==> src/rtl/short_watch_pkg.sv <==
package short_watch_pkg;

    typedef enum logic [1:0] {
        MODE_OPEN = 2'd0,
        MODE_AUTO = 2'd1,
        MODE_RSVD = 2'd2,
        MODE_HOLD = 2'd3
    } det_mode_e;

    // Modes that show the comparator directly and keep the latch clear
    function automatic logic mode_is_open(input logic [1:0] m);
        return (m == MODE_OPEN) || (m == MODE_RSVD);
    endfunction

endpackage

==> src/rtl/short_watch_sync.sv <==
module short_watch_sync #(
    parameter int WIDTH  = 3,
    parameter int STAGES = 2
) (
    input  logic             clk,
    input  logic             rst_n,
    input  logic [WIDTH-1:0] async_i,
    output logic [WIDTH-1:0] sync_o
);
    localparam int LAST = STAGES - 1;

    logic [STAGES-1:0][WIDTH-1:0] stage_d, stage_q;

    always_comb begin
        stage_d[0] = async_i;
        for (int i = 1; i < STAGES; i++) begin
            stage_d[i] = stage_q[i-1];
        end
    end

    always_ff @(posedge clk or negedge rst_n) begin
        if (!rst_n) begin
            stage_q <= '0;
        end else begin
            stage_q <= stage_d;
        end
    end

    assign sync_o = stage_q[LAST];
endmodule

==> src/rtl/short_watch_group.sv <==
module short_watch_group
    import short_watch_pkg::*;
#(
    parameter int TIMEOUT_TICKS = 50000
) (
    input  logic       clk,
    input  logic       rst_n,
    input  logic       short_i,
    input  logic [1:0] mode_i,
    input  logic       tick_i,
    output logic       flag_o
);
    localparam int CNT_W = (TIMEOUT_TICKS > 1) ? $clog2(TIMEOUT_TICKS) : 1;
    localparam logic [CNT_W-1:0] CNT_LAST = CNT_W'(TIMEOUT_TICKS - 1);

    typedef struct packed {
        logic             latch;
        logic [CNT_W-1:0] cnt;
        logic [1:0]       mode_seen;
    } grp_state_t;

    grp_state_t st_d, st_q;
    logic       fire;

    always_comb begin
        st_d           = st_q;
        fire           = 1'b0;
        st_d.mode_seen = mode_i;
        if (mode_is_open(mode_i)) begin
            st_d.latch = 1'b0;
            st_d.cnt   = '0;
        end else begin
            if (mode_i != st_q.mode_seen) begin
                st_d.cnt = '0;
            end else if (mode_i == MODE_AUTO) begin
                if (tick_i) begin
                    if (st_q.cnt == CNT_LAST) begin
                        fire     = 1'b1;
                        st_d.cnt = '0;
                    end else begin
                        st_d.cnt = st_q.cnt + CNT_W'(1);
                    end
                end
            end else begin
                st_d.cnt = '0;
            end
            st_d.latch = fire ? 1'b0 : (st_q.latch | short_i);
        end
    end

    always_ff @(posedge clk or negedge rst_n) begin
        if (!rst_n) begin
            st_q <= '0;
        end else begin
            st_q <= st_d;
        end
    end

    assign flag_o = mode_is_open(mode_i) ? short_i : st_q.latch;
endmodule

==> src/rtl/short_watch.sv <==
module short_watch #(
    parameter int TIMEOUT_TICKS = 50000,
    parameter int SYNC_STAGES   = 2
) (
    input  logic       clk,
    input  logic       rst_n,
    input  logic       cmp_left,
    input  logic       cmp_right,
    input  logic       cmp_center,
    input  logic [1:0] mode_lr,
    input  logic [1:0] mode_ctr,
    input  logic       tick,
    output logic       flag_lr,
    output logic       flag_ctr
);
    localparam int NUM_CMP    = 3;
    localparam int NUM_GROUPS = 2;

    logic [NUM_CMP-1:0]         cmp_sync;
    logic [NUM_GROUPS-1:0]      grp_short;
    logic [NUM_GROUPS-1:0][1:0] grp_mode;
    logic [NUM_GROUPS-1:0]      grp_flag;

    short_watch_sync #(
        .WIDTH  (NUM_CMP),
        .STAGES (SYNC_STAGES)
    ) i_sync (
        .clk     (clk),
        .rst_n   (rst_n),
        .async_i ({cmp_center, cmp_right, cmp_left}),
        .sync_o  (cmp_sync)
    );

    // group 0: stereo pair merged, group 1: center driver
    assign grp_short = {cmp_sync[2], cmp_sync[0] | cmp_sync[1]};
    assign grp_mode  = {mode_ctr, mode_lr};

    for (genvar g = 0; g < NUM_GROUPS; g++) begin : g_grp
        short_watch_group #(
            .TIMEOUT_TICKS (TIMEOUT_TICKS)
        ) i_group (
            .clk     (clk),
            .rst_n   (rst_n),
            .short_i (grp_short[g]),
            .mode_i  (grp_mode[g]),
            .tick_i  (tick),
            .flag_o  (grp_flag[g])
        );
    end

    assign flag_lr  = grp_flag[0];
    assign flag_ctr = grp_flag[1];
endmodule

==> config.mk <==
export PLATFORM = sky130hd
export DESIGN_NAME = short_watch
export DESIGN_NICKNAME = d
export VERILOG_FILES = /design/src/rtl/short_watch_pkg.sv /design/src/rtl/short_watch_sync.sv /design/src/rtl/short_watch_group.sv /design/src/rtl/short_watch.sv
export SDC_FILE = /design/constraint.sdc
export NUM_CORES = 1
export LEC_CHECK = 0
export ABC_AREA = 1
export BUFFER_PORTS_ARGS = -buffer_cell sky130_fd_sc_hd__buf_4
export CAP_MARGIN = 10
export CORE_MARGIN = 2
export CORE_UTILIZATION = 55
export CTS_BUF_LIST = sky130_fd_sc_hd__clkbuf_4 sky130_fd_sc_hd__clkbuf_8
export DETAILED_ROUTE_END_ITERATION = 12
export GPL_TIMING_DRIVEN = 0
export PLACE_DENSITY = 0.84
export SYNTH_ARGS = -nofsm -noshare
export SYNTH_HDL_FRONTEND = slang
export SYNTH_HIERARCHICAL = 1
export SYNTH_SLANG_ARGS = --single-unit
export TNS_END_PERCENT = 5
==> constraint.sdc <==
create_clock -name clk -period 1.2 [get_ports clk]
set_input_delay 0.18 -clock clk [delete_from_list [all_inputs] [get_ports clk]]
set_output_delay 0.18 -clock clk [all_outputs]
set_load 0.01 [all_outputs]
### Yosys cells after proc, flatten, opt, wreduce, memory -nomap -nowiden

Cells that the tools add are included.

* flip-flop bits (word level): 44
* output and inout bits: 2
* word-level logic and storage cells: 51

* $add $sub $neg: 2
* equal/unequal tests: 10
* multiplexer cells: 24
* bitwise operators: 3
* reductions and logical operators: 4

Operators by type and width (number)
* two-way mux 16 bit: 8
* two-way mux 17 bit: 2
* adder 16 x 1 -> 16 bit, second input constant: 2
* equality test 16 bit, second input constant: 2
* two-way mux 1 bit: 14
* != test 4 x 3 -> 1 bit, second input constant: 2
* equality test 2 x 1 -> 1 bit, second input constant: 2
* equality test 2 bit, second input constant: 2
* logical NOT 2 bit: 2
* != test 2 bit: 2
* bitwise OR 1 bit: 3
* logical OR 1 bit: 2

### Logic depth before layout (Yosys ltp)

Gate-level depths: netlist of the first run.

* word-level depth: 8
* mapped depth: 10

### By module

Netlist of the first run, hierarchy kept.

By module, submodules not included
* short_watch_group: instances 2, cells an instance 177, area each 1233.7 sq um
* short_watch_sync: instances 1, cells an instance 6, area each 150.1 sq um
* short_watch: instances 1, cells an instance 3, area each 11.3 sq um

### Worst setup path before layout of the first run

OpenSTA, ideal clock, no wires.

* kind: register -> register
* from: reg g_grp[0].i_group/st_q[2] in the netlist's numbering
* to: reg g_grp[0].i_group/st_q[5] in the netlist's numbering
* setup time: 84 ps
* arrival: 1228 ps
* data required time: 1116 ps
* setup slack: -112 ps
* cell stages (with the launch flop): 10
* buffers on the path: 0
* period minus slack after synthesis: 1312 ps
* cell sequence: dfrtp_1 -> ha_1 -> nand2_1 -> inv_2 -> nand2_1 -> nor2_1 -> nand2_1 -> nand2_1 -> nand2_1 -> a21boi_0

* word-level cells in the longest chain between the ends: 6

RTL lines
* start: declaration: line short_watch_group.sv:22 `grp_state_t st_d, st_q;`
* start signal: assignment: line short_watch_group.sv:55 `st_q <= st_d;`
* adder 16 x 1 -> 16 bit or equality test 16 bit (tied branches): line short_watch_group.sv:41, short_watch_group.sv:37
* two-way mux 16 bit *: line short_watch_group.sv:37 `if (st_q.cnt == CNT_LAST) begin`
* two-way mux 16 bit *: line short_watch_group.sv:36 `if (tick_i) begin`
* two-way mux 16 bit *: line short_watch_group.sv:35 `end else if (mode_i == MODE_AUTO) begin`
* two-way mux 16 bit *: line short_watch_group.sv:33 `if (mode_i != st_q.mode_seen) begin`
* two-way mux 17 bit *: line short_watch_group.sv:29 `if (mode_is_open(mode_i)) begin`

Mark *: on every way between the ends. The rest lies on a longest branch, timed or not. The select of a mux whose other input is x is not followed.
A chain may end at the register's enable or synchronous reset.

### Worst setup path in the final report of the first run

* from: reg g_grp[0].i_group/st_q[2] in the netlist's numbering
* to: reg g_grp[0].i_group/st_q[14] in the netlist's numbering

Same word-level chain as after synthesis.

==> results of run 1 <==
placed cells by master, fill, tap and decap left out, drive strengths merged:
master / count
buf: 21
inv: 50
ha: 2
nor3: 4
nand2: 117
and2: 2
clkinv: 3
nor2: 50
dlygate4sd3: 5
mux2: 2
o22ai: 2
a21oi: 12
clkbuf: 5
o21ai: 10
dfrtp: 44
xnor2: 4
nand3: 44
o21bai: 2
nand4: 14
a21boi: 2
state kept, by name (all words and copies together), names as in the netlist:
name,count
g_grp.i_group/st_q,38
i_sync/stage_d,3
i_sync/sync_o,3
power by group:
group | total, mW | switching (mW) | internal (mW)
sequential | 1.52 | 0.0139 | 1.50
clock | 0.933 | 0.527 | 0.406
combinational | 0.203 | 0.117 | 0.0861
total | 2.65 | 0.658 | 2.00
layout make-up:
cell class	count	area [µm²]	share of cell area, %
clock buffer	5	68.82	2.200
timing repair buffer	24	200.2	6.400
tap	54	67.56	2.160
sequential	44	1101	35.20
multi-input combinational	267	1451	46.40
buffer	2	22.52	0.7200
inverter	50	197.7	6.320
clock inverter	3	18.77	0.6000
what timing repair did:
item                       4_1_cts  5_1_grt
setup endpoints to repair       36       36
pin swaps                        9        7
resized for setup               18       15
hold endpoints to repair        48        0
hold buffers                     5        0
setup buffers                    7        1
worst max path at each step:
stage,startpoint,to,slack [ns]
floorplan,g_grp[0].i_group/st_q[2],g_grp[0].i_group/st_q[11],-0.07
CTS,g_grp[0].i_group/st_q[2],g_grp[0].i_group/st_q[5],-0.20
detailed placement,g_grp[1].i_group/st_q[2],g_grp[1].i_group/st_q[17],-0.30
finish,g_grp[0].i_group/st_q[2],g_grp[0].i_group/st_q[14],-0.25
global placement,g_grp[1].i_group/st_q[2],g_grp[1].i_group/st_q[15],-0.25
global route,g_grp[0].i_group/st_q[2],g_grp[0].i_group/st_q[5],-0.36
Yosys cell counts, drive strengths merged:
library cell	number
a21boi	2
a21oi	12
and2	2
buf	2
dfrtp	44
ha	2
inv	50
mux2	2
nand2	117
nand3	44
nand4	14
nor2	50
nor3	4
o21ai	10
o21bai	2
o22ai	2
xnor2	4
routing by layer:
layer  GRT usage [%]  vias to the layer above  part of all wire, %
li1                -                     1227                    -
met3           6.492                       28                  4.4
met2           44.44                       87                   52
met1           29.71                     1163                   40
met5               0                        -                    0
met4           11.32                        0                  3.8
worst max-delay path: cells and delay by family, from the launching register on:
kind | cells | cell delay (ns)
flops | 1 | 0.40
buf+inv | 2 | 0.14
fa+ha+maj | 1 | 0.21
simple gates | 7 | 0.60
cell families after synthesis:
group | Yosys count
DFF | 44
AOI/OAI and AO/OA | 28
and+or+nand+nor | 231
muxes | 2
adders and majority gates | 2
buffers and inverters | 52
xor gates and xnor gates | 4
metrics by stage:
| step | total power, mW | hold slack (ns) | utilization [%] | instances |
|---|---|---|---|---|
| 2_1_floorplan | 1.620 | -0.1156 | - | 363 |
| 3_3_place_gp | 1.703 | 0.2092 | 59.95 | 428 |
| 3_5_place_dp | 1.711 | 0.2081 | 59.95 | 428 |
| 4_1_cts | 2.674 | 0.01390 | 65.75 | 448 |
| 5_1_grt | 2.771 | 0.0007148 | 67.11 | 449 |
| 6_report | 2.654 | 0.02556 | 67.11 | 449 |
==> qor.csv, run 1 <==
metric,value,unit
DRT iter0 DRCs,172,
mux cell area share after synthesis,0.8567,%
Hold Startpoint,mode_ctr[1],
CTS root buf,clkbuf_8,
Peak VDD IR,892.9,µV
Crit path arrival time,1.65,ns
pwr dens,848.5,mW/mm²
final wirelength,6164,µm
largest net degree at the start of global routing,45,
worst-path fanout max,6,
drt pass-1 iters,4,
Reg2Reg Setup Slack,-0.25,ns
Total Nets Final,406,
Yosys top cell area share,41.88,%
violated checks,negative setup slack,
layout cells sized above 1,23.80,%
Setup crit end kind,flop,
hold path endpoint,g_grp[1].i_group/st_q[1],
aggregate global routing overflow,0,
synthesized area,0.002629,mm²
H-tree Lvls,2,
"area leader, netlist",dfrtp_1,
diode count,0,
CP required,1.40,ns
DR vias/cell,5.579,
Tmin final,1.454,ns
DP Area,0.002794,mm²
dominant cell type by count on the critical path,nand2_2,
complex-gate fraction of the synthesized area,5.807,%
skew final,0.009042,ns
vias in the first global route,2459,
routability congestion estimate,0.9249,
IO Pins,12,
Post-Synth Simple-Gate Area,41.17,%
slowest CP cell,dfrtp_1,
biggest cell delay along the critical path,0.40,ns
largest family of logic cells by synthesized area,simple AND/OR/NAND/NOR gates,
WL/cell,13.73,µm
Post-DP HPWL,4031,µm
final setup TNS,-6.143,ns
DR vias,2505,
ANT nets after route,0,
max-cap violations,0,
clock sinks,44,
xor/xnor share of the synthesized area,1.333,%
count of final setup violators,36,
Final Cell Area,0.003128,mm²
worst hold stages,1,
die area,0.005349,mm²
Yosys warning total,6,
Slew Limit Fails,0,
Avg Synthesized Cell Area,7.242,µm²
Placeable Area,0.004661,mm²
Worst-Margin Slew,0.5457,ns
worst min path class,in2reg,
Adder-Cell Fraction of Synth Area,0.9519,%
Area growth syn-to-layout,18.99,%
CTS tree,yes,
CP cell instances,ha_2 -> nand2_2 -> inv_2 -> nand2_2 -> nor2_2 -> nand2_2 -> nand3_4 -> inv_6 -> nand3_2 -> nand2_2,
Syn Inst Count,363,
Mapped Nets,375,
reg2reg path depth,10,
fmax,687.6,MHz
Die W,73.14,µm
"top cells by area, synth","dfrtp_1 (42%), nand2_1 (15%), nand3_1 (7.6%), inv_1 (6.0%), nor2_1 (5.4%)",
GRT Total Usage,25.63,%
Starting Density,56.40,%
Row Count,25,
Netlist cell types,24,
register area share after synthesis,41.88,%
Final Cycle Share,121.2,%
Setup crit start kind,flop,
dpl ws,-0.2961,ns
Rel. slew slack,63.62,%
leakage power,1.499,nW
Seq cells post-synth,44,
"Clk Latency, worst-skew pair",0.30,ns
first-pass GRT wire length,10570,µm
TritonCTS Buffers,5,
RSZ-0062 raised after global routing,yes,
clock-pin transition on the worst setup and hold timing paths,0.08,ns
critical path class,reg2reg,
worst r2r src,g_grp[0].i_group/st_q[2],
final hold violations,0,
Port Buffers,11,
status,"finished, violations left",
worst r2r dst,g_grp[0].i_group/st_q[14],
Die Y,73.14,µm
DRC Markers,0,
fill cell count,354,
worst setup margin,-0.2543,ns
Max Root-Sink Buffers,2,
antenna violations before repair,0,
Note: power is estimated with default switching activity, not from simulation.
==> inputs of run 2 (changes only) <==
--- a/config.mk
+++ b/config.mk
@@ -9,11 +9,11 @@
 export BUFFER_PORTS_ARGS = -buffer_cell sky130_fd_sc_hd__buf_4
 export CAP_MARGIN = 10
 export CORE_MARGIN = 2
-export CORE_UTILIZATION = 55
+export CORE_UTILIZATION = 57
 export CTS_BUF_LIST = sky130_fd_sc_hd__clkbuf_4 sky130_fd_sc_hd__clkbuf_8
 export DETAILED_ROUTE_END_ITERATION = 12
 export GPL_TIMING_DRIVEN = 0
-export PLACE_DENSITY = 0.84
+export PLACE_DENSITY = 0.87
 export SYNTH_ARGS = -nofsm -noshare
 export SYNTH_HDL_FRONTEND = slang
 export SYNTH_HIERARCHICAL = 1
==> qor.csv, run 2 (same netlist as run 1, synthesis figures left out) <==
metric,value,unit,change
DR vias/cell,5.980,,was 5.579
max-cap violations,0,,unchanged
clock sinks,44,,unchanged
skew final,0.008793,ns,was 0.009042 ns
worst-path fanout max,4,,was 6
Worst-Margin Slew,0.5509,ns,was 0.5457 ns
drt pass-1 iters,5,,was 4
fill cell count,281,,was 354
worst setup margin,-0.3267,ns,was -0.2543 ns
ANT nets after route,0,,unchanged
"Clk Latency, worst-skew pair",0.31,ns,was 0.30 ns
critical path class,reg2reg,,unchanged
Die W,71.91,µm,was 73.14 µm
CTS root buf,clkbuf_8,,unchanged
Area growth syn-to-layout,25.56,%,was 18.99%
Reg with most FFs,g_grp.i_group/st_q,,unchanged
Row Count,24,,was 25
Die Y,71.91,µm,was 73.14 µm
count of final setup violators,35,,was 36
final hold violations,0,,unchanged
Largest register FFs,38,,unchanged
pwr dens,884.2,mW/mm²,was 848.5 mW/mm²
die area,0.005171,mm²,was 0.005349 mm²
switching share of power,23.42,%,was 24.79%
Tmin final,1.527,ns,was 1.454 ns
fmax,655.0,MHz,was 687.6 MHz
"commonest non-fill, non-tap cell in the layout",nand2_1,,unchanged
DRT iter0 DRCs,246,,was 172
aggregate global routing overflow,0,,unchanged
status,"finished, violations left",,unchanged
most frequent cells in the layout,"nand2_1 (97), dfrtp_1 (40), inv_1 (38)",,"was nand2_1 (97), dfrtp_1 (44), inv_1 (42)"
TritonCTS Buffers,5,,unchanged
H-tree Lvls,2,,unchanged
Int Power,2.235,mW,was 1.996 mW
Gate power share,7.5,%,was 7.7%
layout cells sized above 1,29.50,%,was 23.80%
slowest CP cell,dfrtp_1,,unchanged
clock network power share,40.5,%,was 35.1%
Setup crit end kind,flop,,unchanged
DR vias,2703,,"was 2,505"
biggest cell delay along the critical path,0.41,ns,was 0.40 ns
final wirelength,7512,µm,was 6164 µm
Total Nets Final,411,,was 406
routability congestion estimate,0.9139,,was 0.9249
first-pass GRT wire length,11100,µm,"was 10,570 µm"
Placeable Area,0.004384,mm²,was 0.004661 mm²
CP required,1.42,ns,was 1.40 ns
P_sw,0.6833,mW,was 0.6580 mW
IO Pins,12,,unchanged
Total Power,2.918,mW,was 2.654 mW
Port Buffers,11,,unchanged
Slew Limit Fails,0,,unchanged
violated checks,negative setup slack,,unchanged
Crit path arrival time,1.75,ns,was 1.65 ns
diode count,0,,unchanged
vias in the first global route,2539,,"was 2,459"
largest net degree at the start of global routing,45,,unchanged
worst min path class,in2reg,,unchanged
WL/cell,16.62,µm,was 13.73 µm
RSZ-0062 raised after global routing,yes,,unchanged
"delay-heaviest family, CP",simple AND/OR/NAND/NOR gates,,unchanged
leakage power,1.601,nW,was 1.499 nW
Buf/Inv on CP,2,,unchanged
Post-DP HPWL,3991,µm,was 4031 µm
Rel. slew slack,63.28,%,was 63.62%
DRC Markers,0,,unchanged
Setup crit start kind,flop,,unchanged
fin util,75.29,%,was 67.11%
clock-pin transition on the worst setup and hold timing paths,0.09,ns,was 0.08 ns
antenna violations before repair,0,,unchanged
Sequential Power Share,52.0,%,was 57.2%
CP cell instances,buf_4 -> buf_4 -> nand3_4 -> nor2_4 -> nand2_1 -> o21ai_1 -> nand2_1 -> o21ai_1,,was ha_2 -> nand2_2 -> inv_2 -> nand2_2 -> nor2_2 -> nand2_2 -> nand3_4 -> inv_6 -> nand3_2 -> nand2_2
CTS tree,yes,,unchanged
Starting Density,59.96,%,was 56.40%
Max Root-Sink Buffers,2,,unchanged
Final Cycle Share,127.2,%,was 121.2%
Peak VDD IR,846.5,µV,was 892.9 µV
GRT Total Usage,27.62,%,was 25.63%
## run 2: cell types whose count changed in the layout (fill, tap and decap cells not counted), moves of 3 or more
cell	before	now
nor2_1	35	29
nor2_2	9	12
nor2_4	6	9
dfrtp_2	0	4
nand2_4	2	7
nand2_2	18	13
dfrtp_1	44	40
inv_1	42	38
buf_4	17	22
## run 2: area by class of cell
class	instances	area, µm²	share of cell area (%)
clock inverters	2	35.03	1.061
well taps	52	65.06	1.971
plain buffers	2	22.52	0.6823
flip-flops and latches	44	1106	33.51
multi-input cells	267	1554	47.08
inverters	50	202.7	6.141
clock buffers	6	76.32	2.312
repair buffers	29	239.0	7.240
## run 2: power groups by stage
stage | clock network (mW) | registers (mW) | logic (mW)
2_1_floorplan | 0 | 1.54 | 0.0775
3_3_place_gp | 0 | 1.54 | 0.159
3_5_place_dp | 0 | 1.55 | 0.165
4_1_cts | 1.19 | 1.52 | 0.199
5_1_grt | 1.25 | 1.52 | 0.237
6_report | 1.18 | 1.52 | 0.219
## run 2: per-stage QoR
step,TNS (ns),setup WS (ns),hold slack (ns),std cells,cell area (µm²)
2_1_floorplan,-1.224,-0.07044,-0.1156,363,2644
3_3_place_gp,-5.384,-0.2527,0.2003,426,2791
3_5_place_dp,-6.630,-0.2866,0.2078,426,2791
4_1_cts,-4.030,-0.1657,0.007707,447,3107
5_1_grt,-8.876,-0.3771,0.003999,452,3301
6_report,-6.370,-0.3267,0.01232,452,3301
## run 2: final timing paths
check	from	to	slack, ns	depth (start not counted)
setup / recovery	g_grp[0].i_group/st_q[3]	g_grp[0].i_group/st_q[13]	-0.33	8
hold / removal	mode_lr[1]	g_grp[0].i_group/st_q[1]	0.01	1
setup reg to reg	g_grp[0].i_group/st_q[3]	g_grp[0].i_group/st_q[13]	-0.33	8
hold reg to reg	i_sync/stage_d[4]	i_sync/sync_o[1]	0.35	0
max in group asynchronous	rst_n	g_grp[0].i_group/st_q[16]	0.40	2
min in group asynchronous	rst_n	g_grp[0].i_group/st_q[6]	0.39	2
## run 2: timing repair
action | in CTS | in global routing
setup buffers | 9 | 5
setup endpoints to repair | 35 | 36
hold buffers | 4 | 0
gates resized for setup | 25 | 40
hold endpoints to repair | 47 | 0
pin swaps | 7 | 12
cloned | 0 | 0
## run 2: metal layers
| metal | up-vias | routed length (µm) | track usage [%] |
|---|---|---|---|
| met1 | 1292 | 2787 | 31.80 |
| met3 | 37 | 516 | 6.944 |
| met5 | - | 0 | 0 |
| li1 | 1228 | - | - |
| met4 | 0 | 277 | 13.21 |
| met2 | 146 | 3931 | 48.15 |
